**config.mk**
```make
export PLATFORM = sky130hd
export DESIGN_NAME = cc_alu
export DESIGN_NICKNAME = d
export VERILOG_FILES = /design/src/rtl/cc_alu_pkg.sv /design/src/rtl/alu_addsub.sv /design/src/rtl/alu_core.sv /design/src/rtl/alu_ccr_reg.sv /design/src/rtl/alu_branch.sv /design/src/rtl/cc_alu.sv
export SDC_FILE = /design/constraint.sdc
export NUM_CORES = 1
export LEC_CHECK = 0
export BUFFER_PORTS_ARGS = -buffer_cell sky130_fd_sc_hd__buf_4
export CAP_MARGIN = 0
export CORE_MARGIN = 1.5
export CORE_UTILIZATION = 25
export DETAILED_ROUTE_END_ITERATION = 8
export GPL_TIMING_DRIVEN = 0
export PLACE_DENSITY_LB_ADDON = 0.3
export SLEW_MARGIN = 10
export SYNTH_ARGS = -nofsm -noshare
export SYNTH_HDL_FRONTEND = slang
export SYNTH_HIERARCHICAL = 1
export SYNTH_SLANG_ARGS = --single-unit
```
**constraint.sdc**
```tcl
create_clock -name clk_i -period 4.25 [get_ports clk_i]
set_input_delay 0.2125 -clock clk_i [delete_from_list [all_inputs] [get_ports clk_i]]
set_output_delay 0.2125 -clock clk_i [all_outputs]
set_load 0.02 [all_outputs]
```
**src/rtl/cc_alu_pkg.sv**
```systemverilog
package cc_alu_pkg;
  localparam int FLAG_W = 5;
  localparam int FL_C = 0;
  localparam int FL_V = 1;
  localparam int FL_Z = 2;
  localparam int FL_N = 3;
  localparam int FL_H = 4;

  typedef enum logic [2:0] {
    OP_ADD  = 3'd0,
    OP_SUB  = 3'd1,
    OP_CMP  = 3'd2,
    OP_INC  = 3'd3,
    OP_DEC  = 3'd4,
    OP_ROR  = 3'd5,
    OP_ROL  = 3'd6,
    OP_PASS = 3'd7
  } alu_op_e;

  typedef enum logic [2:0] {
    BR_EQ   = 3'd0,
    BR_NE   = 3'd1,
    BR_MI   = 3'd2,
    BR_PL   = 3'd3,
    BR_CS   = 3'd4,
    BR_CC   = 3'd5,
    BR_NV6  = 3'd6,
    BR_NV7  = 3'd7
  } br_cond_e;

  typedef struct packed {
    logic h;
    logic n;
    logic z;
    logic v;
    logic c;
  } ccr_t;
endpackage

```
**src/rtl/alu_addsub.sv**
```systemverilog
module alu_addsub #(
  parameter int W = 8
) (
  input  logic [W-1:0] x_i,
  input  logic [W-1:0] y_i,
  input  logic         cin_i,
  output logic [W-1:0] sum_o,
  output logic         c_half_o,
  output logic         c_out_o,
  output logic         ovf_o
);
  localparam int HW = W / 2;

  logic [HW:0]  lo_sum;
  logic [W-1:0] low_msb_sum;
  logic [W:0]   full_sum;

  always_comb begin
    lo_sum      = {1'b0, x_i[HW-1:0]} + {1'b0, y_i[HW-1:0]} + {{HW{1'b0}}, cin_i};
    low_msb_sum = {1'b0, x_i[W-2:0]} + {1'b0, y_i[W-2:0]} + {{(W-1){1'b0}}, cin_i};
    full_sum    = {1'b0, x_i} + {1'b0, y_i} + {{W{1'b0}}, cin_i};
  end

  assign sum_o    = full_sum[W-1:0];
  assign c_out_o  = full_sum[W];
  assign c_half_o = lo_sum[HW];
  // overflow: carry into msb differs from carry out of msb
  assign ovf_o    = full_sum[W] ^ low_msb_sum[W-1];
endmodule

```
**src/rtl/alu_core.sv**
```systemverilog
module alu_core
  import cc_alu_pkg::*;
#(
  parameter int W = 8
) (
  input  alu_op_e      op_i,
  input  logic [W-1:0] a_i,
  input  logic [W-1:0] b_i,
  input  ccr_t         ccr_i,
  output logic [W-1:0] result_o,
  output ccr_t         ccr_o,
  output logic         wr_o
);
  logic [W-1:0] add_y;
  logic         add_cin;
  logic [W-1:0] add_sum;
  logic         add_ch, add_co, add_ov;
  logic [W-1:0] res;
  ccr_t         nf;

  // operand steering for the shared adder
  always_comb begin
    add_y   = b_i;
    add_cin = 1'b0;
    unique case (op_i)
      OP_SUB, OP_CMP: begin add_y = ~b_i;       add_cin = 1'b1; end
      OP_INC:         begin add_y = '0;         add_cin = 1'b1; end
      OP_DEC:         begin add_y = '1;         add_cin = 1'b0; end
      default:        begin add_y = b_i;        add_cin = 1'b0; end
    endcase
  end

  alu_addsub #(.W(W)) u_add (
    .x_i      (a_i),
    .y_i      (add_y),
    .cin_i    (add_cin),
    .sum_o    (add_sum),
    .c_half_o (add_ch),
    .c_out_o  (add_co),
    .ovf_o    (add_ov)
  );

  always_comb begin
    nf  = ccr_i;
    res = add_sum;
    unique case (op_i)
      OP_ADD: begin
        res  = add_sum;
        nf.c = add_co;
        nf.h = add_ch;
        nf.v = add_ov;
      end
      OP_SUB, OP_CMP: begin
        res  = add_sum;
        nf.c = ~add_co;
        nf.v = add_ov;
      end
      OP_INC, OP_DEC: begin
        res  = add_sum;
        nf.v = add_ov;
      end
      OP_ROR: begin
        res  = {ccr_i.c, a_i[W-1:1]};
        nf.c = a_i[0];
        nf.v = res[W-1] ^ a_i[0];
      end
      OP_ROL: begin
        res  = {a_i[W-2:0], ccr_i.c};
        nf.c = a_i[W-1];
        nf.v = res[W-1] ^ a_i[W-1];
      end
      OP_PASS: begin
        res  = b_i;
        nf.v = 1'b0;
      end
      default: res = add_sum;
    endcase
    nf.n = res[W-1];
    nf.z = ~|res;
  end

  assign result_o = res;
  assign ccr_o    = nf;
  assign wr_o     = (op_i != OP_CMP);
endmodule

```
**src/rtl/alu_ccr_reg.sv**
```systemverilog
module alu_ccr_reg
  import cc_alu_pkg::*;
(
  input  logic clk_i,
  input  logic rst_ni,
  input  logic we_i,
  input  ccr_t d_i,
  output ccr_t q_o
);
  always_ff @(posedge clk_i or negedge rst_ni) begin
    if (!rst_ni)   q_o <= '0;
    else if (we_i) q_o <= d_i;
  end
endmodule

```
**src/rtl/alu_branch.sv**
```systemverilog
module alu_branch
  import cc_alu_pkg::*;
(
  input  ccr_t     ccr_i,
  input  br_cond_e sel_i,
  output logic     take_o
);
  always_comb begin
    unique case (sel_i)
      BR_EQ:   take_o =  ccr_i.z;
      BR_NE:   take_o = ~ccr_i.z;
      BR_MI:   take_o =  ccr_i.n;
      BR_PL:   take_o = ~ccr_i.n;
      BR_CS:   take_o =  ccr_i.c;
      BR_CC:   take_o = ~ccr_i.c;
      default: take_o = 1'b0;
    endcase
  end
endmodule

```
**src/rtl/cc_alu.sv**
```systemverilog
module cc_alu
  import cc_alu_pkg::*;
#(
  parameter int DATA_W = 8
) (
  input  logic              clk_i,
  input  logic              rst_ni,
  input  logic [DATA_W-1:0] a_i,
  input  logic [DATA_W-1:0] b_i,
  input  logic [2:0]        op_i,
  input  logic              flag_we_i,
  input  logic [2:0]        br_sel_i,
  output logic [DATA_W-1:0] result_o,
  output logic              wr_o,
  output logic [FLAG_W-1:0] flags_next_o,
  output logic [FLAG_W-1:0] flags_o,
  output logic              br_take_o
);
  ccr_t ccr_q, ccr_d;

  alu_core #(.W(DATA_W)) u_core (
    .op_i     (alu_op_e'(op_i)),
    .a_i      (a_i),
    .b_i      (b_i),
    .ccr_i    (ccr_q),
    .result_o (result_o),
    .ccr_o    (ccr_d),
    .wr_o     (wr_o)
  );

  alu_ccr_reg u_ccr (
    .clk_i  (clk_i),
    .rst_ni (rst_ni),
    .we_i   (flag_we_i),
    .d_i    (ccr_d),
    .q_o    (ccr_q)
  );

  alu_branch u_br (
    .ccr_i  (ccr_q),
    .sel_i  (br_cond_e'(br_sel_i)),
    .take_o (br_take_o)
  );

  assign flags_next_o = ccr_d;
  assign flags_o      = ccr_q;
endmodule

```
==> flow_summary_export.csv, run 1 <==
group,metric,value,unit
yosys,synth_top_family_by_area,"compound AO/OA/AOI/OAI gates",
timing,skew,0.584,ps
route,drtPass1Iterations,4,
yosys,synth_compound_area_frac,0.323,
yosys,yosysUniqueCellTypes,47,
cts,cts_buffer_depth,2,
timing,final_hold_viol_count,0,
global_route,grt_usage,0.149,
die,initial_core_util,0.259,
worst_setup_path,r2r_slack,2380,ps
cells_and_area,num-nets-final,264,
global_route,grt_max_degree,11,
timing,holdWs,298,ps
cells_and_area,top_regs,"u_ccr/q_o: 5 flops",
die,design.core.area,5070,um^2
cts,clockRootBuffer,"clkbuf_8",
die,die_height,75.5,um
job,max-cap-violations,0,
worst_setup_path,cp.arrival,3770,ps
die,ios,45,
worst_setup_path,worst_r2r_endpoint,"u_ccr/q_o[2]",
timing,setup_viol,0,
yosys,synth_edf_count,0,
yosys,syn-num-nets,213,
yosys,ys_seq_area_frac,0.0952,
yosys,yosys.area_share.adder,0.0971,
global_route,grt_pass1_vias,1384,
yosys,synth_top_area_share,0.0952,
yosys,yosys_warnings,6,
cells_and_area,syn_to_final_growth,37.8,%
cells_and_area,antenna_cells,0,
worst_setup_path,critPathKind,"primary input to output pin",
yosys,synth.area.top_cells,"dfrtp_1 (9.5%), ha_1 (6.7%), mux2i_1 (6.1%), nand2_1 (5.1%), o211ai_1 (5.1%)",
cells_and_area,drive_above_1_share,0.288,
yosys,synth_area,1310,um^2
cells_and_area,final_util,0.357,
yosys,yosysTopAreaCell,"dfrtp_1",
route,routed_via_density,4.89,
pwr,ir_drop,0.134,mV
placed_design,dpl.cell_count,292,
pwr,p_leak,0.823,nW
timing,layout_min_cycle_time,3980,ps
yosys,synth-xor-area-share,0.0733,
timing,fin_crit_sh,0.937,
yosys,async_flop_share,1.00,
yosys,avgSynthCellArea,7.34,um^2
timing,worst_pin_slew,519,ps
route,drc_errors,0,
placed_design,dpl_cell_area,1720,um^2
placed_design,port_buffers,43,
worst_setup_path,cp-end-kind,"output pin",
die,fp.dieArea,5700,um^2
cts,cts.htree.levels,1,
cells_and_area,instances_no_fill,299,
timing,slew_viol_final,0,
route,drt_iter0_drc,94,
global_route,grt_overflow,0,
min_path,hold-path-endpoint,"u_ccr/q_o[2]",
yosys,synth-simple-area-share,0.203,
pwr,powerDensity,306,nW/um^2
cells_and_area,largest_reg_flops,5,
outcome,status,"finished, final reports clean",
global_route,grt_pass1_wl,6540,um
timing,max_clock_freq,251,MHz
yosys,yosysMostFrequentCell,"nand2_1",
worst_setup_path,worst-path-max-fanout,10,
cts,worstSkewPairLatency,220,ps
worst_setup_path,r2r_cells,5,
route,wirelength,4230,um
route,routedWlPerCell,14.1,um
cells_and_area,top_register,"u_ccr/q_o",
min_path,worstHoldStart,"flag_we_i",
min_path,worstHoldPathType,"primary input to register",
cts,tritoncts,"yes",
cts,clock-sinks,5,
worst_setup_path,required,4040,ps
route,ant_nets,0,
cts,clkTransAtPathRegs,30,ps
cts,cts_inserted_buffers,3,
yosys,dominantRegCellSynth,"dfrtp_1",
worst_setup_path,cp-start-kind,"primary input",
timing,slew-limit-headroom,0.654,
yosys,muxShareOfSynthArea,0.130,
route,vias,1463,
placed_design,hpwl,3330,um
min_path,holdPathStages,2,
die,num_rows,26,
yosys,synth_common_cells,"nand2_1 (18), inv_1 (13), nor2_1 (12)",
yosys,synth-seq-cells,5,
placed_design,gp_congestion,0.883,
global_route,antenna_found_initial,0,
die,die_w,75.5,um
cells_and_area,stdcell_area,1810,um^2
timing,rsz0062_at_grt,"no",
worst_setup_path,rr_startpoint,"u_ccr/q_o[0]",
yosys,synth_cells,179,
-- per-stage QoR --
stage	TNS, ps	total power, mW	setup slack (ps)
after floorplan	0	0.322	512
after global routing	0	0.601	37.7
final	0	0.554	270
after global placement	-99.5	0.458	-99.5
after detailed placement	-117	0.459	-117
after CTS	0	0.553	4.54
-- cell families (layout without fill, tap and decap cells) --
family / Yosys count / count (layout)
multiplexers: 16 / 16
AO/OA/AOI/OAI: 62 / 62
adder cells (fa/ha/maj): 9 / 9
AND/OR/NAND/NOR: 53 / 53
XOR/XNOR: 11 / 11
flip-flops: 5 / 5
buffers and inverters: 23 / 73
-- what timing repair did --
action	in CTS	in global routing
hold buffers	1	0
pin swaps	0	2
endpoints found under the setup margin	1	2
resized for setup	1	6
buffers inserted	0	2
endpoints found under the hold margin	5	0
-- layer usage --
layer / track usage / wire, um / up-vias
met5: 0 / 0 / -
met4: 0.00595 / 0 / 0
met3: 0.0198 / 196 / 0
met2: 0.240 / 1960 / 45
met1: 0.222 / 2080 / 658
li1: - / - / 760
-- how the worst max path moves through the flow --
stage / endpoint / slack (ps) / startpoint
3_3_place_gp: flags_next_o[2] / -100 / op_i[0]
5_1_grt: flags_next_o[2] / 40 / op_i[0]
3_5_place_dp: flags_next_o[2] / -120 / op_i[0]
6_report: flags_next_o[2] / 270 / op_i[0]
2_1_floorplan: u_ccr/q_o[2] / 510 / op_i[0]
4_1_cts: flags_next_o[2] / 5 / op_i[0]
-- area by class of cell --
type	instances	area [um^2]
inverter	13	48.8
multi-input combinational	151	1100
sequential	5	125
clock buffer	4	45.0
tap	70	87.6
buffer	10	58.8
timing repair buffer	46	348
fill	560	3260
-- placed cells by master (no fill, tap or decap), types with 2 or more instances in the layout --
master	count
inv_1	13
a211oi_1	2
o21a_1	6
buf_4	49
o22ai_1	3
nand2_1	18
nand2b_1	4
o22a_1	3
o211ai_1	9
a211oi_2	2
xnor2_1	5
a21o_1	3
a21oi_1	9
o21ai_1	3
dfrtp_1	5
clkbuf_1	3
xor2_1	6
mux2i_1	8
nor2_1	12
clkbuf_8	3
nor3_1	6
and4bb_2	2
nor2b_1	2
o21ai_0	10
a32oi_1	2
mux2_1	3
ha_1	7
o21bai_1	3
mux2_2	5
-- worst max-delay path, stage by stage --
cell      delay, ps
buf_4           160
buf_4           190
buf_2           200
nor2_4          190
clkbuf_4        250
nand2_1          70
o211ai_1        110
fa_2            290
inv_1            60
fa_1            390
nand2b_1        200
a211oi_2        340
o311ai_1        180
o22a_1          240
o21bai_1        170
nand4b_1        130
a211oi_2        210
buf_4           190
-- power breakdown --
part	switching, mW	internal, mW	leakage (nW)
sequential	0.0142	0.0606	0.0623
combinational	0.214	0.178	0.738
clock	0.0225	0.0643	0.0228
total	0.251	0.303	0.823
Power figures use the tool's default switching activity.
==> inputs of run 2 (changes only) <==
Settings changed: PLACE_DENSITY_LB_ADDON 0.3 to unset.
==> run 2 against run 1 <==
Compared with the run above: die area unchanged; worst setup slack lost 74 ps; sequential power decreased by 2%; routed wire length down 1.9%; clock power shrank 0.7%; global-route usage shrank 0.77 points; first-iteration DRC count is 21% lower; clock skew up 1.4 ps; critical path depth unchanged.
==> flow_summary_export.csv, run 2 (synthesized netlist as in run 1, its figures left out) <==
group,metric,value,unit
outcome,status,"finished, final reports clean",
global_route,grt_usage,0.141,
timing,setup_viol,0,
worst_setup_path,cp.arrival,3840,ps
pwr,powerDensity,305,nW/um^2
die,design.core.area,5070,um^2
die,fp.dieArea,5700,um^2
die,num_rows,26,
cts,cts.htree.levels,1,
die,die_height,75.5,um
worst_setup_path,critPathMaxStageDelay,400,ps
timing,setup_slack,195,ps
cells_and_area,top_regs,"u_ccr/q_o: 5 flops",
cells_and_area,final.fill_count,565,
worst_setup_path,worst_r2r_endpoint,"u_ccr/q_o[2]",
route,wirelength,4150,um
timing,slew-limit-headroom,0.650,
cells_and_area,drive_above_1_share,0.293,
worst_setup_path,required,4040,ps
cts,tritoncts,"yes",
worst_setup_path,critPathKind,"primary input to output pin",
cells_and_area,layout.cells.most_common_list,"buf_4 (50), nand2_1 (18), inv_1 (13)",
placed_design,dpl_cell_area,1720,um^2
worst_setup_path,cp-endpoint,"flags_next_o[2]",
global_route,grt_pass1_wl,6220,um
cells_and_area,layout_commonest_cell,"buf_4",
global_route,antenna_found_initial,0,
min_path,worstHoldPathType,"primary input to register",
timing,max_clock_freq,247,MHz
cells_and_area,largest_reg_flops,5,
die,die_w,75.5,um
worst_setup_path,worstSetupStartpoint,"op_i[0]",
global_route,grt_max_degree,11,
job,max-cap-violations,0,
cts,cts_buffer_depth,2,
worst_setup_path,crit_slowest_cell,"fa_1",
pwr,ir_drop,0.173,mV
route,routed_via_density,4.98,
worst_setup_path,cp-start-kind,"primary input",
cells_and_area,num-nets-final,264,
timing,slew_viol_final,0,
cells_and_area,antenna_cells,0,
timing,layout_min_cycle_time,4050,ps
cells_and_area,syn_to_final_growth,38.2,%
cts,clock-sinks,5,
worst_setup_path,path_delay_family,"compound AO/OA/AOI/OAI gates",
worst_setup_path,r2r_slack,2390,ps
cells_and_area,top_register,"u_ccr/q_o",
route,routedWlPerCell,13.9,um
pwr,p_leak,0.824,nW
route,drt_iter0_drc,74,
worst_setup_path,r2r_cells,5,
timing,worst_pin_slew,525,ps
route,drtPass1Iterations,5,
route,ant_nets,0,
timing,final_hold_viol_count,0,
cts,worstSkewPairLatency,220,ps
worst_setup_path,crit_cells,18,
die,initial_core_util,0.259,
placed_design,gp_congestion,0.875,
placed_design,port_buffers,43,
worst_setup_path,worst-path-max-fanout,10,
worst_setup_path,worst-path-buf-inv,6,
global_route,grt_overflow,0,
timing,fin_crit_sh,0.954,
worst_setup_path,cp_common_cell,"buf_4",
placed_design,dp_slack,-178,ps
cts,cts_inserted_buffers,3,
timing,skew,2.02,ps
cts,clockRootBuffer,"clkbuf_8",
timing,fin_setup_tns,0,ps
route,vias,1489,
global_route,grt_pass1_vias,1309,
worst_setup_path,crit_chain,"buf_4 -> buf_4 -> buf_2 -> nor2_4 -> buf_4 -> nand2_1 -> o211ai_1 -> fa_2 -> inv_1 -> fa_1 -> nand2b_1 -> a211oi_2 -> o311ai_1 -> o22a_1 -> o21bai_1 -> nand4b_1 -> a211oi_2 -> buf_4",
placed_design,hpwl,3260,um
route,drc_errors,0,
worst_setup_path,rr_startpoint,"u_ccr/q_o[0]",
worst_setup_path,cp-end-kind,"output pin",
cells_and_area,stdcell_area,1820,um^2
cts,clkTransAtPathRegs,40,ps
die,ios,45,
min_path,worstHoldStart,"flag_we_i",
run 2: cell types whose count changed in the layout (fill, tap and decap cells not counted), sizes merged:
cell    previous run  this run
buf               51        52
clkbuf             8         7
run 2: worst min path at each step:
stage / cells after the start / end
5_1_grt: 2 / u_ccr/q_o[0]
3_3_place_gp: 1 / u_ccr/q_o[3]
2_1_floorplan: 0 / u_ccr/q_o[0]
4_1_cts: 2 / u_ccr/q_o[0]
6_report: 2 / u_ccr/q_o[0]
3_5_place_dp: 1 / u_ccr/q_o[3]
run 2: routing by layer:
metal,vias to the layer above,track usage,wire [um]
met5,-,0,0
met4,0,0.0159,0
met3,0,0.0265,174
met2,38,0.239,2030
met1,690,0.193,1950
li1,761,-,-
run 2: layout make-up:
| class | instances | area [um^2] | area share |
|---|---|---|---|
| Tap cell | 70 | 87.6 | 0.0482 |
| Sequential cell | 5 | 125 | 0.0689 |
| Inverter | 13 | 48.8 | 0.0269 |
| Multi-Input combinational cell | 151 | 1100 | 0.607 |
| Clock buffer | 4 | 45.0 | 0.0248 |
| Timing Repair Buffer | 46 | 348 | 0.192 |
| Buffer | 10 | 58.8 | 0.0324 |
run 2: metrics by stage:
step                      hold WS [ps]  instances  utilization  total power, mW
after global placement            16.4        292        0.340            0.456
after global routing               293        299        0.358            0.600
final                              291        299        0.358            0.554
after detailed placement          15.5        292        0.340            0.458
after floorplan                  -83.1        179            -            0.322
after CTS                          290        297        0.353            0.551
run 2: worst register-to-register path, stage by stage (launching register included):
cell and delay [ps]:
dfrtp_1 460, and4bb_2 370, a21oi_1 70, or4_1 420
a211oi_2 290, mux2_2 200
run 2: timing repair:
item	CTS	global route
setup endpoints to repair	1	1
pin swaps	0	2
cloned	0	0
hold buffers	1	0
setup buffers	0	2
hold endpoints to repair	5	0
gates resized for setup	2	7
run 2: power by group:
part	internal (mW)	switching, mW	total, mW
Clock	0.0643	0.0220	0.0863
Combinational	0.179	0.215	0.395
Sequential	0.0606	0.0128	0.0734
==> inputs of run 3 (changes only) <==
Settings changed: CORE_UTILIZATION 25 to 51, PLACE_DENSITY set to 0.81.
==> run 3 against run 2 <==
Compared with the run above: sequential share of layout area up 0.35 points; clock power fell by 37%; global-route usage rose by 13 points; first-iteration DRC count shrank 15%; register-to-register slack got worse by 50 ps; sequential power increased by 1%; die area decreased by 49%; worst setup slack better by 80 ps; critical path type unchanged.
==> flow_summary_export.csv, run 3 (synthesized netlist as in run 1, its figures left out) <==
group,metric,value,unit
outcome,status,"finished, final reports clean",
worst_setup_path,critPathMaxStageDelay,390,ps
global_route,antenna_found_initial,0,
worst_setup_path,cp-end-kind,"output pin",
die,design.core.area,2450,um^2
die,die_w,53.8,um
pwr,ir_drop,0.312,mV
route,drc_errors,0,
cts,cts_inserted_buffers,3,
pwr,p_clk_frac,0.105,
min_path,worstHoldStart,"flag_we_i",
pwr,powerDensity,301,nW/um^2
worst_setup_path,required,4040,ps
cts,cts_setup_buffers,0,
cells_and_area,num-nets-final,262,
cells_and_area,top_regs,"u_ccr/q_o: 5 flops",
cells_and_area,layout_commonest_cell,"buf_4",
route,ant_nets,0,
min_path,holdPathStages,2,
min_path,hold-path-endpoint,"u_ccr/q_o[0]",
worst_setup_path,crit_chain,"buf_4 -> buf_4 -> buf_2 -> nor2_4 -> buf_2 -> nand2_1 -> o211ai_1 -> fa_1 -> inv_1 -> fa_1 -> nand2b_1 -> a211oi_4 -> o311ai_1 -> o22a_1 -> o21bai_1 -> nand4b_1 -> a211oi_2 -> buf_4",
cells_and_area,largest_reg_flops,5,
timing,fin_setup_tns,0,ps
route,drt_iter0_drc,63,
worst_setup_path,rr_startpoint,"u_ccr/q_o[0]",
timing,slew-limit-headroom,0.646,
cells_and_area,final_util,0.704,
die,initial_core_util,0.535,
cts,clkTransAtPathRegs,40,ps
pwr,pwr-share-comb,0.753,
cells_and_area,syn_to_final_growth,31.5,%
worst_setup_path,critPathKind,"primary input to output pin",
die,fp.dieArea,2890,um^2
route,routed_via_density,5.88,
route,wirelength,3720,um
timing,worst_pin_slew,530,ps
timing,skew,1.44,ps
global_route,grt_pass1_wl,5800,um
global_route,grt_overflow,0,
cts,clock-sinks,5,
route,routedWlPerCell,14.5,um
placed_design,port_buffers,43,
placed_design,hpwl,3060,um
worst_setup_path,worst_r2r_endpoint,"u_ccr/q_o[2]",
worst_setup_path,worst-path-buf-inv,6,
worst_setup_path,cp.arrival,3760,ps
pwr,p_seq_frac,0.142,
cells_and_area,top_register,"u_ccr/q_o",
timing,final_hold_viol_count,0,
min_path,worstHoldPathType,"primary input to register",
pwr,internal_power,273,uW
worst_setup_path,path_delay_family,"compound AO/OA/AOI/OAI gates",
timing,layout_min_cycle_time,3970,ps
timing,max_clock_freq,252,MHz
timing,rsz0062_at_grt,"no",
route,vias,1510,
global_route,grt_usage,0.266,
die,num_rows,18,
worst_setup_path,cp-start-kind,"primary input",
timing,fin_crit_sh,0.935,
worst_setup_path,r2r_cells,5,
cts,clockRootBuffer,"clkbuf_4",
cts,cts_buffer_depth,2,
timing,setup_viol,0,
pwr,finalPower,521,uW
die,ios,45,
cells_and_area,layout.cells.most_common_list,"buf_4 (47), nand2_1 (18), inv_1 (13)",
global_route,grt_pass1_vias,1305,
job,max-cap-violations,0,
cts,tritoncts,"yes",
timing,slew_viol_final,0,
global_route,grt_max_degree,11,
die,die_height,53.8,um
cts,worstSkewPairLatency,240,ps
cts,cts.htree.levels,1,
worst_setup_path,r2r_slack,2340,ps
cells_and_area,drive_above_1_share,0.273,
worst_setup_path,worst-path-max-fanout,10,
worst_setup_path,cp_common_cell,"buf_4",
route,drtPass1Iterations,4,
cells_and_area,antenna_cells,0,
pwr,netSwitchingPower,248,uW
placed_design,gp_congestion,0.881,
pwr,p_leak,0.803,nW
pwr,swShare,0.475,
worst_setup_path,crit_slowest_cell,"fa_1",
## run 3: cell types whose count changed in the layout (fill, tap and decap cells not counted), moves of 2 or more
cell / change
a211oi_2: -2
clkbuf_8: -3
buf_4: -3
clkbuf_4: +3
## run 3: routing by layer
metal,track usage,part of all wire,up-vias
li1,-,-,752
met2,0.437,0.47,58
met5,0,0,-
met4,0.00855,0.0019,0
met1,0.376,0.46,698
met3,0.0556,0.064,2
## run 3: layout make-up
class	instances	area (um^2)
Tap cell	30	37.5
Sequential cell	5	125
Multi-Input combinational cell	151	1100
Clock buffer	4	26.3
Buffer	10	55.1
Timing Repair Buffer	44	333
Inverter	13	48.8
Fill cell	229	727
## run 3: worst max-delay path by stage
| stage | start | endpoint | slack [ps] | depth (start not counted) |
|---|---|---|---|---|
| after floorplan | op_i[0] | u_ccr/q_o[2] | 510 | 18 |
| after global placement | op_i[0] | flags_next_o[2] | 70 | 18 |
| after detailed placement | op_i[0] | flags_next_o[2] | -50 | 18 |
| after CTS | op_i[0] | flags_next_o[2] | 70 | 18 |
| after global routing | op_i[0] | flags_next_o[2] | 3 | 18 |
| final | op_i[0] | flags_next_o[2] | 280 | 18 |
## run 3: what timing repair did
action,CTS,global route
setup endpoints to repair,1,1
resized for setup,1,3
hold buffers,1,0
endpoints found under the hold margin,5,0
## run 3: power by group through the flow
stage | clock network [mW] | logic, mW | registers [mW]
after global routing | 0.0605 | 0.426 | 0.0758
after floorplan | 0 | 0.235 | 0.0875
final | 0.0544 | 0.392 | 0.0742
after CTS | 0.0563 | 0.385 | 0.0744
after detailed placement | 0 | 0.382 | 0.0752
after global placement | 0 | 0.375 | 0.0736
## run 3: metrics by stage
step	std cells	instance area, um^2	hold slack (ps)	setup WS (ps)
2_1_floorplan	179	1310	-83.1	512
3_3_place_gp	252	1670	15.6	74.1
3_5_place_dp	252	1670	19.0	-46.7
4_1_cts	257	1720	267	66.9
5_1_grt	257	1730	273	3.01
6_report	257	1730	271	276
